<file path="src/rtl/edo_pkg.sv">
package edo_pkg;
  localparam int LANES = 2;

  typedef struct packed {
    logic             wrEn;
    logic [LANES-1:0] wrMask;
    logic             rdLoad;
  } memStrobe_t;
endpackage

</file>
<file path="src/rtl/edo_ctrl.sv">
module edo_ctrl
  import edo_pkg::*;
#(
  parameter int ADDR_W      = 9,
  parameter int ROW_BITS    = 3,
  parameter int COL_BITS    = 3,
  parameter int INIT_CYCLES = 8
) (
  input  logic                         clk,
  input  logic                         rstN,
  input  logic                         rasN,
  input  logic                         lcasN,
  input  logic                         ucasN,
  input  logic                         weN,
  input  logic                         oeN,
  input  logic [ADDR_W-1:0]            addr,
  output memStrobe_t                   strb,
  output logic [ROW_BITS+COL_BITS-1:0] memIdx,
  output logic [LANES-1:0]             laneEn,
  output logic                         refreshPulse,
  output logic [ROW_BITS-1:0]          refreshIdx,
  output logic                         initErr,
  output logic                         cbrActive
);
  localparam int CNT_W = $clog2(INIT_CYCLES + 1);

  // sampled pins (Q) and previous sample (P)
  logic              rasQ, rasP, weQ, weP, oeQ;
  logic [LANES-1:0]  casQ, casP;
  logic [ADDR_W-1:0] addrQ;

  // cycle state
  logic                rowOpen;
  logic [ROW_BITS-1:0] rowReg;
  logic [COL_BITS-1:0] colReg;
  logic [ADDR_W-1:0]   refCnt;
  logic [LANES-1:0]    laneValid;
  logic [CNT_W-1:0]    rasCount;

  function automatic logic [ROW_BITS-1:0] foldRow(input logic [ADDR_W-1:0] a);
    logic [ROW_BITS-1:0] r;
    r = '0;
    for (int i = 0; i < ADDR_W; i++) r[i % ROW_BITS] = r[i % ROW_BITS] ^ a[i];
    return r;
  endfunction

  function automatic logic [COL_BITS-1:0] foldCol(input logic [ADDR_W-1:0] a);
    logic [COL_BITS-1:0] c;
    c = '0;
    for (int i = 0; i < ADDR_W; i++) c[i % COL_BITS] = c[i % COL_BITS] ^ a[i];
    return c;
  endfunction

  always_ff @(posedge clk) begin
    if (!rstN) begin
      rasQ  <= 1'b1; rasP <= 1'b1;
      casQ  <= '1;   casP <= '1;
      weQ   <= 1'b1; weP  <= 1'b1;
      oeQ   <= 1'b1;
      addrQ <= '0;
    end else begin
      rasQ  <= rasN;  rasP <= rasQ;
      casQ  <= {ucasN, lcasN}; casP <= casQ;
      weQ   <= weN;   weP  <= weQ;
      oeQ   <= oeN;
      addrQ <= addr;
    end
  end

  logic             casAnyQ, casAnyP, rasFall, casFall, weFall, cycleEnd;
  logic [LANES-1:0] laneFall;
  logic [COL_BITS-1:0] curCol;

  always_comb begin
    casAnyQ  = (casQ != '1);
    casAnyP  = (casP != '1);
    rasFall  = rasP & ~rasQ;
    casFall  = casAnyQ & ~casAnyP;
    weFall   = weP & ~weQ;
    laneFall = casP & ~casQ;
    cycleEnd = rasQ & ~casAnyQ;
    curCol   = casFall ? foldCol(addrQ) : colReg;
    memIdx   = {rowReg, curCol};

    strb.rdLoad = rowOpen & weQ & casFall;
    strb.wrEn   = rowOpen & ~weQ & casAnyQ & (casFall | weFall | (|laneFall));
    strb.wrMask = (casFall | weFall) ? ~casQ : laneFall;

    refreshPulse = rasFall;
    refreshIdx   = casAnyQ ? foldRow(refCnt) : foldRow(addrQ);

    laneEn = {LANES{~rasQ & ~oeQ & weQ & ~cbrActive}} & laneValid;
  end

  always_ff @(posedge clk) begin
    if (!rstN) begin
      rowOpen   <= 1'b0;
      cbrActive <= 1'b0;
      rowReg    <= '0;
      colReg    <= '0;
      refCnt    <= '0;
      laneValid <= '0;
      rasCount  <= '0;
      initErr   <= 1'b0;
    end else begin
      if (rasFall && !casAnyQ) begin
        rowOpen <= 1'b1;
        rowReg  <= foldRow(addrQ);
      end else if (rasQ) begin
        rowOpen <= 1'b0;
      end

      if (rasFall && casAnyQ) begin
        cbrActive <= 1'b1;
        refCnt    <= refCnt + 1'b1;
      end else if (cycleEnd) begin
        cbrActive <= 1'b0;
      end

      if (casFall) colReg <= foldCol(addrQ);

      if (cycleEnd || oeQ)           laneValid <= '0;
      else if (rowOpen && weQ && casFall) laneValid <= ~casQ;
      else if (rowOpen && weQ)       laneValid <= laneValid | laneFall;

      if (rasFall && rasCount < CNT_W'(INIT_CYCLES)) rasCount <= rasCount + 1'b1;
      if (rowOpen && casFall && rasCount < CNT_W'(INIT_CYCLES)) initErr <= 1'b1;
    end
  end
endmodule

</file>
<file path="config.mk">
export PLATFORM = sky130hd
export DESIGN_NAME = edo_ctrl
export DESIGN_NICKNAME = d
export VERILOG_FILES = /design/src/rtl/edo_pkg.sv /design/src/rtl/edo_ctrl.sv
export SDC_FILE = /design/constraint.sdc
export NUM_CORES = 1
export LEC_CHECK = 0
export BUFFER_PORTS_ARGS = -buffer_cell sky130_fd_sc_hd__buf_4
export CORE_ASPECT_RATIO = 0.7
export CORE_MARGIN = 2
export CORE_UTILIZATION = 53
export CTS_CLUSTER_DIAMETER = 100
export CTS_CLUSTER_SIZE = 28
export DETAILED_ROUTE_END_ITERATION = 6
export PLACE_DENSITY = 0.77
export SYNTH_ARGS = -nofsm -noshare
export SYNTH_HDL_FRONTEND = slang
export SYNTH_SLANG_ARGS = --single-unit
</file>
<file path="constraint.sdc">
create_clock -name clk -period 1.8 [get_ports clk]
set_input_delay 0.27 -clock clk [delete_from_list [all_inputs] [get_ports clk]]
set_output_delay 0.27 -clock clk [all_outputs]
set_load 0.01 [all_outputs]
</file>
; ---- Word level (Yosys, flattened, before mapping)
; Cells that the tools add are included.
; W data, S select, Z words.
[classes]
add_sub_neg = 2
n_lt_le_gt_ge = 1
eq_ne = 2
muxes = 9
n_bitwise = 37
reduce_logical = 14
[op_table]
columns = cell, count
row1 = $and A1 B1 Y1, 12
row2 = $xor A1 B1 Y1, 12
row3 = $add A9 B1 Y9 const B, 1
row4 = $logic_and A1 B1 Y1, 7
row5 = $not A1 Y1, 7
row6 = $mux W2, 3
row7 = $mux W3, 2
row8 = $reduce_bool A2 Y1, 3
row9 = $add A4 B1 Y4 const B, 1
row10 = $and A2 B2 Y2, 2
row11 = $lt A4 B4 Y1 const B, 1
row12 = $mux W1, 4
row13 = $ne A2 B2 Y1 const B, 2
row14 = $reduce_or A2 Y1, 2
row15 = $not A2 Y2, 1
row16 = $or A1 B1 Y1, 2
row17 = $or A2 B2 Y2, 1
row18 = $logic_not A1 Y1, 1
row19 = $logic_or A1 B1 Y1, 1
[word_totals]
reg_bits = 42
word_cells = 81

; ---- Longest topological paths before layout
; Gate-level depths: netlist of run 1.
[logic_depth]
ltp_word = 6
ltp_mapped = 6

; ---- Worst setup path after synthesis of run 1
; No wires, ideal clock.
[synth_path]
path_kind = register -> register
startpoint = reg rasQ
endpoint = reg refCnt[8]
t_arrival_ns = 1.315
required_ns = 1.730
path_slack_ns = 0.415
stages_incl_launch_ff = 7
path_buffers = 1
period_less_slack_ns = 1.385
path_cell_list = dfxtp_1 -> nand2b_4 -> buf_6 -> clkinv_4 -> nand2_4 -> or4_1 -> a21oi_1
[synth_between]
elab_chain_len = 3
[synth_rtl]
columns = item, line_no
row1 = from (decl), edo_ctrl.sv:28  ; logic rasQ, rasP, weQ, weP, oeQ;
row2 = from (signal assigned), edo_ctrl.sv:62  ; rasQ <= rasN; rasP <= rasQ;
row3 = $not A1 Y1, edo_ctrl.sv:77  ; rasFall = rasP & ~rasQ;
row4 = $and A1 B1 Y1, edo_ctrl.sv:77
row5 = via refreshPulse, edo_ctrl.sv:20  ; output logic refreshPulse,
row6 = $logic_and A1 B1 Y1, edo_ctrl.sv:113  ; if (rasFall && casAnyQ) begin
row7 = to (signal assigned), edo_ctrl.sv:115  ; refCnt <= refCnt + 1'b1;
row8 = to (decl), edo_ctrl.sv:36  ; logic [ADDR_W-1:0] refCnt;
; The timed path passes the listed nets, and every way through them passes these cells.
; A chain may end at the register's enable or synchronous reset.

; ---- Worst setup path in the final report of run 1
[layout_path]
startpoint = reg weQ
endpoint = out laneEn[1]
[layout_between]
elab_chain_len = 3
[layout_rtl]
columns = item, line_no
row1 = from (decl), edo_ctrl.sv:28
row2 = from (signal assigned), edo_ctrl.sv:64  ; weQ <= weN; weP <= weQ;
row3 = $and A1 B1 Y1 (2 in series), edo_ctrl.sv:92  ; laneEn = {LANES{~rasQ & ~oeQ & weQ & ~cbrActive}} & laneValid;
row4 = $and A2 B2 Y2, edo_ctrl.sv:92
row5 = to (decl), edo_ctrl.sv:19  ; output logic [LANES-1:0] laneEn,
; Every way passes these cells.

==> results by group, run 1 <==
Place
  – Number of buffers inserted by port buffering: 33
  – Worst setup slack after placement: between 300 and 400 ps
  – DP Cell Count: between 200 and 300
  – Post-detail-place hpwl: roughly 2600 um
  – Placer's final routability congestion estimate: approximately 0.86

Power and ir drop
  – Clock group share of total power: ~37%
  – Design Power: 1930 uW
  – Net switching power: about 450 uW
  – Cell Int Power: about 1500 uW
  – Sequential cell fraction of total power: roughly half
  – Cell Pwr Density: between 900 and 1000 nW/um2
  – Worst VDD drop: 0.653 mV
  – Switch share: 23.4%
  – Leakage power: 0.000842 uW
  – Share of power burned in combinational logic: 11.1%

Cells and area
  – Top library cells by usage in the layout, fill and taps aside: sky130_fd_sc_hd__dfxtp_1, sky130_fd_sc_hd__buf_4, sky130_fd_sc_hd__nor2_1, sky130_fd_sc_hd__nand2_1, sky130_fd_sc_hd__xnor2_1
  – Fraction of final layout cells with drive strength greater than 1: 21.7%
  – Final layout net count: approximately 240
  – Area of the multi-input gates: slightly above 800 um2
  – Fillers: roughly 250
  – Synth-to-Final Area Change: 22.3%
  – Leading cell type in the layout, fill and taps excluded: sky130_fd_sc_hd__dfxtp_1
  – Register Area: between 800 and 900 um2
  – Inserted Diodes: 0
  – Number of standard cells in the layout, taps in and fillers out: between 200 and 300

Critical path
  – Endpoint kind of the worst setup timing path: output port
  – Slowest CP cell: sky130_fd_sc_hd__dfxtp_1
  – Maximum fanout along the worst path: 7
  – CP top delay family: simple AND/OR/NAND/NOR gates
  – Cells traversed along the worst timing path: nor4b_1, and2_1, buf_4
  – Data required time at the worst endpoint: 1530 ps
  – Critical path buffers and inverters: 1
  – Delay of the slowest critical-path stage: 450 ps
  – Data arrival, critical path: approximately 1500 ps
  – Worst setup path class: reg2out
  – Crit start category: flip-flop

Detailed routing
  – Wirelength, routed: about 3500 um
  – Remaining number of nets flagged by the antenna check after routing: 0
  – Detailed Route Iter0 Violations: ~160
  – DR pass1 iterations: 4
  – Average wire per standard cell: about 14 um
  – Via/cell ratio: 5.41
  – Post-detailed-route DRC marker count: 0
  – Total vias in the final route: 1400

Synth
  – Mapped Cells: about 190
  – Mean post-synth cell area: 9.19 um2
  – Ys Warns: 0
  – Share of the yosys chip area belonging to registers: ~50%
  – Yosys reg bits: between 40 and 50
  – Cell area after technology mapping: 1720 um2
  – Syn nets: 205
  – Count of cell types in the netlist: 33

STA
  – Relative max-transition margin: between 60% and 70%
  – Final critical-path share of the clock period: between 90% and 100%
  – Final count of pins violating max slew: 0
  – Slew of the pin with the lowest slew margin: between 400 and 500 ps
  – Layout Skew: between 7 and 8 ps
  – Total Neg Setup Slack: 0 ps
  – Final count of hold timing violations: 0
  – RSZ-0062 raised after global routing: no
  – Final setup margin: 80.7 ps
  – Final hold slack: ~160 ps
  – Highest Clock Rate: approximately 580 MHz
  – Min Tclk post-route: about 1700 ps
  – Final setup vio count: 0

Job
  – Max Cap Violations: 0

Clocking
  – Number of buffers inserted during clock tree synthesis: 5
  – TritonCTS clock tree: done
  – Hold buffer count at cts: 0
  – Sinks on Clock Net: between 40 and 50
  – Buffer type at the clock tree root: sky130_fd_sc_hd__clkbuf_8
  – Number of buffers on the longest clock path: 2
  – CTS clk-pin slew, worst paths: about 70 ps
  – Post-CTS Repair Setup Buffers: 0
  – H-tree level count: 2
  – Later-pin clock latency in the skew report: about 290 ps
  – Post-CTS sizing: 0

Die
  – Die Area: around 3700 um2
  – Rows: 17
  – Initial core utilization: 55.0%
  – DIE HEIGHT: between 50 and 60 um
  – Width of the chip: around 70 um
  – Count of pins on the block boundary: 34
  – Core Footprint: roughly 3100 um2

GRT
  – Vias in the first global route: around 1400
  – Largest net degree at the start of global routing: 29
  – Global-route usage over all layers: 21.0%
  – Antenna violations before repair: 0
  – Total overflow reported by the global router: 0
  – First-pass GRT wire length: roughly 6000 um

Worst hold path
  – Classification of the worst-slack hold path: in2reg

Status
  – Outcome: finished, final reports clean
==> synth_stat cells, drive strengths merged <==
library cell | number | area share, %
o21a | 1 | 0.44
a41oi | 1 | 0.51
xnor2 | 15 | 7.6
ha | 2 | 1.5
nand3 | 10 | 2.9
nand4b | 2 | 1.0
xor2 | 6 | 3.1
o22ai | 4 | 1.5
nand2 | 16 | 3.9
a31oi | 1 | 0.36
nor2 | 19 | 4.1
a21oi | 7 | 2.0
dfxtp | 42 | 49
nor4 | 1 | 0.36
nand2b | 10 | 4.1
nor4b | 3 | 1.9
nor3 | 2 | 0.58
and3b | 1 | 0.51
or4 | 1 | 0.44
buf | 1 | 0.65
inv | 1 | 0.22
nand4 | 3 | 1.1
nor3b | 2 | 0.87
o31ai | 1 | 0.44
a211o | 1 | 0.51
clkbuf | 8 | 1.7
o21ai | 12 | 3.5
clkinv | 1 | 0.51
and2 | 12 | 4.4
nor2b | 1 | 0.36
==> final timing paths <==
check,from,to,slack [ps],cells past startpoint
hold / removal,ucasN,casQ[1]$_SDFF_PN1_,160,2
setup reg to reg,casQ[0]$_SDFF_PN1_,refCnt[8]$_SDFFE_PN0P_,300,5
hold reg to reg,initErr$_SDFFE_PN0P_,initErr$_SDFFE_PN0P_,470,1
setup / recovery,weQ$_SDFF_PN1_,laneEn[1],80,3
==> per-layer routing <==
layer / share of wire [%] / up-vias / track usage, %
met5: 0 / - / 0
met4: 1.2 / 0 / 9.43
met3: 5.6 / 7 / 7.17
met2: 47 / 44 / 32.4
met1: 46 / 653 / 26.6
li1: - / 696 / -
==> state kept, by name (all words and copies together), names as in the netlist <==
signal	count
colReg	3
casQ	2
oeQ	1
casP	2
rasP	1
cbrActive	1
refCnt	9
weP	1
addrQ	9
initErr	1
rowReg	3
rasQ	1
laneValid	2
weQ	1
rowOpen	1
rasCount	4
==> through the flow <==
step | cell area (um2) | util, %
3_5_place_dp | 1990 | 63.6
2_1_floorplan | 1720 | -
5_1_grt | 2100 | 67.2
3_3_place_gp | 1990 | 63.6
4_1_cts | 2100 | 67.1
6_report | 2100 | 67.2
==> layout make-up <==
class                           count  area share, %
Multi-Input combinational cell    134           39.5
Sequential cell                    42           40.0
Clock inverter                      3           1.90
Timing Repair Buffer               35           12.5
Clock buffer                        5           3.27
Tap cell                           38           2.26
Inverter                            2          0.595
==> power by group through the flow <==
| stage | clock [uW] | combinational (uW) | sequential (uW) |
|---|---|---|---|
| after floorplan | 0 | 122 | 1010 |
| after global placement | 0 | 207 | 1010 |
| after detailed placement | 0 | 214 | 1010 |
| after CTS | 741 | 215 | 993 |
| after global routing | 774 | 237 | 998 |
| final | 722 | 215 | 994 |
==> cell families (layout without fill, tap and decap cells) <==
kind of cell	after synthesis	in the layout	share of synthesized area, %
flops	42	42	48.9
fa+ha+maj	2	2	1.46
compound gates	28	28	9.24
simple gates	83	83	26.6
xor+xnor	21	21	10.7
buf+inv	11	45	3.13
No activity file was read; power rests on OpenSTA's default activity.
==> inputs of run 2 (changes only) <==
CORE_ASPECT_RATIO = 0.8   (was 0.7)
==> run 2 against run 1 <==
Net effect: sequential power barely moved; global-route usage rose by 0.25 points; total power fell by 0.43%; final area rose by 0.42%; critical path depth rose by 1; core utilization rose by 1.2 points.
==> results by group, run 2 (synthesis results as in run 1) <==
Power and ir drop
  – Share of power burned in combinational logic: 11.0%
  – Net switching power: about 450 uW
  – Worst VDD drop: ~0.55 mV
  – Cell Pwr Density: slightly above 900 nW/um2
  – Clock group share of total power: between 30% and 40%
  – Cell Int Power: about 1500 uW
  – Sequential cell fraction of total power: between 50% and 60%
  – Switch share: a little under a quarter
  – Leakage power: about 0.00084 uW

STA
  – Final count of hold timing violations: 0
  – Final hold slack: between 150 and 200 ps
  – Min Tclk post-route: 1730 ps
  – Layout Skew: about 5.6 ps
  – RSZ-0062 raised after global routing: no
  – Slew of the pin with the lowest slew margin: around 420 ps
  – Final critical-path share of the clock period: between 90 and 100%
  – Total Neg Setup Slack: 0 ps
  – Relative max-transition margin: between 70 and 80%
  – Highest Clock Rate: a little under 600 MHz
  – Final count of pins violating max slew: 0
  – Final setup vio count: 0

Cells and area
  – Inserted Diodes: 0
  – Synth-to-Final Area Change: 22.8%
  – Area of the multi-input gates: ~840 um2
  – Largest registers: addrQ (9), refCnt (9), rasCount (4)
  – Register Area: 841 um2
  – Fraction of final layout cells with drive strength greater than 1: approximately 22%
  – Leading cell type in the layout, fill and taps excluded: sky130_fd_sc_hd__dfxtp_1
  – Top library cells by usage in the layout, fill and taps aside: sky130_fd_sc_hd__dfxtp_1, sky130_fd_sc_hd__buf_4, sky130_fd_sc_hd__nor2_1, sky130_fd_sc_hd__nand2_1, sky130_fd_sc_hd__xnor2_1
  – Fillers: 243
  – Number of standard cells in the layout, taps in and fillers out: 260
  – Final layout net count: 237

Clocking
  – Number of buffers on the longest clock path: 2
  – Post-CTS Repair Setup Buffers: 0
  – H-tree level count: 2
  – Hold buffer count at cts: 0
  – CTS clk-pin slew, worst paths: 70 ps
  – Later-pin clock latency in the skew report: 290 ps
  – TritonCTS clock tree: done
  – Number of buffers inserted during clock tree synthesis: 5
  – Sinks on Clock Net: 42
  – Buffer type at the clock tree root: sky130_fd_sc_hd__clkbuf_8

Status
  – Outcome: finished, final reports clean

Worst hold path
  – Number of instances on the worst hold path: 2
  – Classification of the worst-slack hold path: in2reg
  – Launch point of the worst hold path: weN
  – End point of the most critical hold path: weQ$_SDFF_PN1_

Critical path
  – Flop2flop setup slack: ~340 ps
  – Reg-to-reg startpoint: casQ[0]$_SDFF_PN1_
  – Maximum fanout along the worst path: 12
  – Crit start category: flip-flop
  – Data arrival, critical path: ~1500 ps
  – Worst reg2reg endpoint: refCnt[8]$_SDFFE_PN0P_
  – Endpoint kind of the worst setup timing path: output port
  – Data required time at the worst endpoint: 1530 ps
  – Logic depth of the worst register-to-register path: 5
  – Worst setup path class: reg2out

Die
  – Initial core utilization: a little under three fifths
  – Core Footprint: 3090 um2
  – Rows: 18
  – Die Area: roughly 3700 um2
  – DIE HEIGHT: approximately 55 um
  – Width of the chip: between 60 and 70 um
  – Count of pins on the block boundary: 34

GRT
  – Vias in the first global route: 1230
  – Largest net degree at the start of global routing: 29
  – Antenna violations before repair: 0
  – Global-route usage over all layers: around a fifth
  – Total overflow reported by the global router: 0
  – First-pass GRT wire length: 5580 um

Place
  – Number of buffers inserted by port buffering: 33
  – Placer's final routability congestion estimate: ~0.85
  – DP Cell Count: between 200 and 300
  – Post-detail-place hpwl: about 2600 um

Detailed routing
  – Post-detailed-route DRC marker count: 0
  – Via/cell ratio: roughly 5.2
  – Detailed Route Iter0 Violations: 87
  – Wirelength, routed: ~3500 um
  – Average wire per standard cell: ~13 um
  – DR pass1 iterations: 4
  – Remaining number of nets flagged by the antenna check after routing: 0
  – Total vias in the final route: roughly 1400

Job
  – Max Cap Violations: 0
[run 2: routing by layer]
metal	up-vias	global-route usage, %	part of all wire [%]
met3	8	5.47	5.6
met4	0	9.18	1.7
li1	696	-	-
met2	37	36.8	50
met5	-	0	0
met1	622	25.3	43
[run 2: cell type report]
cell class	count	share of cell area [%]
timing repair buffer	34	12.1
sequential	42	39.8
tap	40	2.37
inverter	2	0.593
clock buffer	5	3.26
clock inverter	3	1.90
multi-input combinational	134	40.0
[run 2: worst max-delay path, stage by stage, from the launching register on]
cell and delay (ps):
sky130_fd_sc_hd__dfxtp_1 410, sky130_fd_sc_hd__nand2_1 110, sky130_fd_sc_hd__buf_4 200, sky130_fd_sc_hd__o21ai_0 270, sky130_fd_sc_hd__buf_4 180
[run 2: worst max path at each step]
| stage | start | end | slack, ps | cells past startpoint |
|---|---|---|---|---|
| final | casQ[1]$_SDFF_PN1_ | refreshIdx[1] | 70 | 4 |
| after global routing | casQ[0]$_SDFF_PN1_ | refreshIdx[1] | 4 | 4 |
| after CTS | addrQ[1]$_SDFF_PN0_ | refreshIdx[1] | 10 | 4 |
| after detailed placement | casQ[0]$_SDFF_PN1_ | memIdx[0] | 280 | 4 |
| after global placement | casQ[0]$_SDFF_PN1_ | memIdx[1] | 410 | 4 |
| after floorplan | rasQ$_SDFF_PN1_ | refCnt[8]$_SDFFE_PN0P_ | 410 | 6 |
[run 2: metrics by stage]
stage               setup WS, ps  area, um2  total power, uW  utilization (%)
floorplan                    415       1720             1130                -
global placement             406       1980             1210             64.3
detailed placement           282       1980             1230             64.3
CTS                         12.1       2100             1930             68.0
global route                3.66       2110             2010             68.4
finish                      65.1       2110             1920             68.4
[run 2: power by group through the flow]
| stage | clock network (uW) | registers, uW | logic, uW |
|---|---|---|---|
| floorplan | 0 | 1010 | 122 |
| global placement | 0 | 1010 | 202 |
| detailed placement | 0 | 1020 | 210 |
| CTS | 728 | 994 | 212 |
| global route | 772 | 998 | 235 |
| finish | 715 | 995 | 212 |
[run 2: repair_timing]
item	in CTS	in global routing
resized for setup	1	2
setup endpoints to repair	2	3
endpoints found under the hold margin	0	0
==> inputs of run 3 (changes only) <==
==> constraint.sdc (replaced) <==
create_clock -name clk -period 1.8 [get_ports clk]
set_input_delay 0 -clock clk [delete_from_list [all_inputs] [get_ports clk]]
set_output_delay 0 -clock clk [all_outputs]
set_load 0.01 [all_outputs]
==> run 3 against run 2 <==
Net effect: routed wire length unchanged; worst setup slack better by 220 ps; final area grew 4.4%; core utilization grew 3.0 points; largest cell class is now sequential cells.
==> results by group, run 3 (synthesis results as in run 1) <==
STA
  – RSZ-0062 raised after global routing: no
  – Total Neg Setup Slack: 0 ps
  – Slew of the pin with the lowest slew margin: roughly 420 ps
  – Final critical-path share of the clock period: a little over four fifths
  – Final setup vio count: 0
  – Relative max-transition margin: 71.4%
  – Min Tclk post-route: between 1500 and 2000 ps
  – Layout Skew: about 3 ps
  – Final count of hold timing violations: 0
  – Highest Clock Rate: around 660 MHz
  – Final count of pins violating max slew: 0
  – Final hold slack: 36.2 ps

Critical path
  – Endpoint kind of the worst setup timing path: output port
  – Crit start category: flip-flop
  – Maximum fanout along the worst path: 13
  – Data arrival, critical path: between 1500 and 2000 ps
  – Data required time at the worst endpoint: 1800 ps
  – Delay of the slowest critical-path stage: around 350 ps
  – Critical path buffers and inverters: 1
  – Cells traversed along the worst timing path: nand2_1, nand3_2, o21ai_0, buf_4
  – Slowest CP cell: sky130_fd_sc_hd__dfxtp_1
  – CP top delay family: simple AND/OR/NAND/NOR gates
  – Worst setup path class: reg2out

Worst hold path
  – Classification of the worst-slack hold path: in2reg

Cells and area
  – Leading cell type in the layout, fill and taps excluded: sky130_fd_sc_hd__dfxtp_1
  – Area of the multi-input gates: approximately 830 um2
  – Fraction of final layout cells with drive strength greater than 1: 18.9%
  – Inserted Diodes: 0
  – Register Area: about 840 um2
  – Synth-to-Final Area Change: 28.2%
  – Final standard cell area without fillers: roughly 2200 um2
  – Fillers: 229
  – Top library cells by usage in the layout, fill and taps aside: sky130_fd_sc_hd__dfxtp_1, sky130_fd_sc_hd__buf_4, sky130_fd_sc_hd__nor2_1, sky130_fd_sc_hd__nand2_1, sky130_fd_sc_hd__xnor2_1
  – Final layout net count: 251
  – Largest registers: addrQ (9), refCnt (9), rasCount (4)
  – Number of standard cells in the layout, taps in and fillers out: roughly 270

Die
  – Core Footprint: just over 3000 um2
  – Count of pins on the block boundary: 34
  – Initial core utilization: between 50 and 60%
  – Rows: 18
  – Die Area: 3720 um2
  – DIE HEIGHT: between 50 and 60 um
  – Width of the chip: roughly 68 um

GRT
  – Vias in the first global route: around 1400
  – Global-route usage over all layers: 21.2%
  – First-pass GRT wire length: ~5700 um
  – Largest net degree at the start of global routing: 29
  – Antenna violations before repair: 0
  – Total overflow reported by the global router: 0

Power and ir drop
  – Worst VDD drop: 0.599 mV
  – Sequential cell fraction of total power: 56.0%
  – Clock group share of total power: a little under a third
  – Cell Pwr Density: 805 nW/um2
  – Share of power burned in combinational logic: a little over an eighth
  – Leakage power: a little under 0.0009 uW
  – Cell Int Power: 1350 uW
  – Switch share: between 20% and 30%
  – Net switching power: 423 uW

Clocking
  – H-tree level count: 2
  – Sinks on Clock Net: 42
  – Number of buffers on the longest clock path: 2
  – CTS clk-pin slew, worst paths: approximately 70 ps
  – TritonCTS clock tree: done
  – Number of buffers inserted during clock tree synthesis: 5
  – Post-CTS Repair Setup Buffers: 0
  – Later-pin clock latency in the skew report: between 200 and 300 ps
  – Buffer type at the clock tree root: sky130_fd_sc_hd__clkbuf_8

Detailed routing
  – DR pass1 iterations: 4
  – Detailed Route Iter0 Violations: 86
  – Via/cell ratio: 5.27
  – Post-detailed-route DRC marker count: 0
  – Total vias in the final route: about 1400
  – Average wire per standard cell: between 10 and 15 um
  – Wirelength, routed: ~3500 um
  – Remaining number of nets flagged by the antenna check after routing: 0

Place
  – DP Cell Count: 252
  – Number of buffers inserted by port buffering: 33
  – Placer's final routability congestion estimate: 0.831
  – Total cell area at the placement stage: just under 2000 um2
  – Post-detail-place hpwl: 2560 um

Job
  – Max Cap Violations: 0

Status
  – Outcome: finished, final reports clean
==> run 3: repair_timing <==
action,in CTS,in global routing
hold endpoints to repair,14,0
resized for setup,0,1
hold buffers,14,0
setup endpoints to repair,0,1
==> run 3: power groups by stage <==
stage / registers [uW] / logic [uW] / clock network (uW)
floorplan: 1010 / 122 / 0
global placement: 1010 / 202 / 0
detailed placement: 1010 / 210 / 0
CTS: 993 / 236 / 560
global route: 997 / 256 / 610
finish: 994 / 234 / 548
==> run 3: final timing paths <==
check | end | cells past startpoint | start | slack, ps
worst min-delay path | oeQ$_SDFF_PN1_ | 2 | rstN | 40
worst min register to register | rowReg[2]$_SDFFE_PN0P_ | 2 | rowReg[2]$_SDFFE_PN0P_ | 470
worst max-delay path | memIdx[2] | 4 | casQ[0]$_SDFF_PN1_ | 280
worst max register to register | refCnt[8]$_SDFFE_PN0P_ | 4 | refCnt[0]$_SDFFE_PN0P_ | 350
==> run 3: routing by layer <==
layer | vias to the layer above | global-route usage (%) | wire, um
li1 | 721 | - | -
met1 | 690 | 23.8 | 1560
met2 | 25 | 39.7 | 1770
met3 | 2 | 5.47 | 139
met4 | 0 | 7.14 | 29
met5 | - | 0 | 0
==> run 3: area by class of cell <==
cell class / count / share of cell area [%]
flip-flops and latches: 42 / 38.1
multi-input cells: 134 / 37.6
repair buffers: 48 / 17.9
clock buffers: 7 / 3.46
well taps: 40 / 2.27
inverters: 2 / 0.568
==> run 3: through the flow <==
stage               worst slack, ps  power, uW  utilization [%]
detailed placement              382       1220             64.3
CTS                             126       1790             71.3
floorplan                       415       1130                -
finish                          281       1780             71.5
global route                    159       1860             71.5
global placement                444       1210             64.3
==> run 3: worst reg2reg max path, cell delays in order (launching register included) <==
cell                      delay, ps
sky130_fd_sc_hd__dfxtp_1        470
sky130_fd_sc_hd__ha_1           260
sky130_fd_sc_hd__nand3_1        110
sky130_fd_sc_hd__or4_1          400
sky130_fd_sc_hd__a21oi_1        140
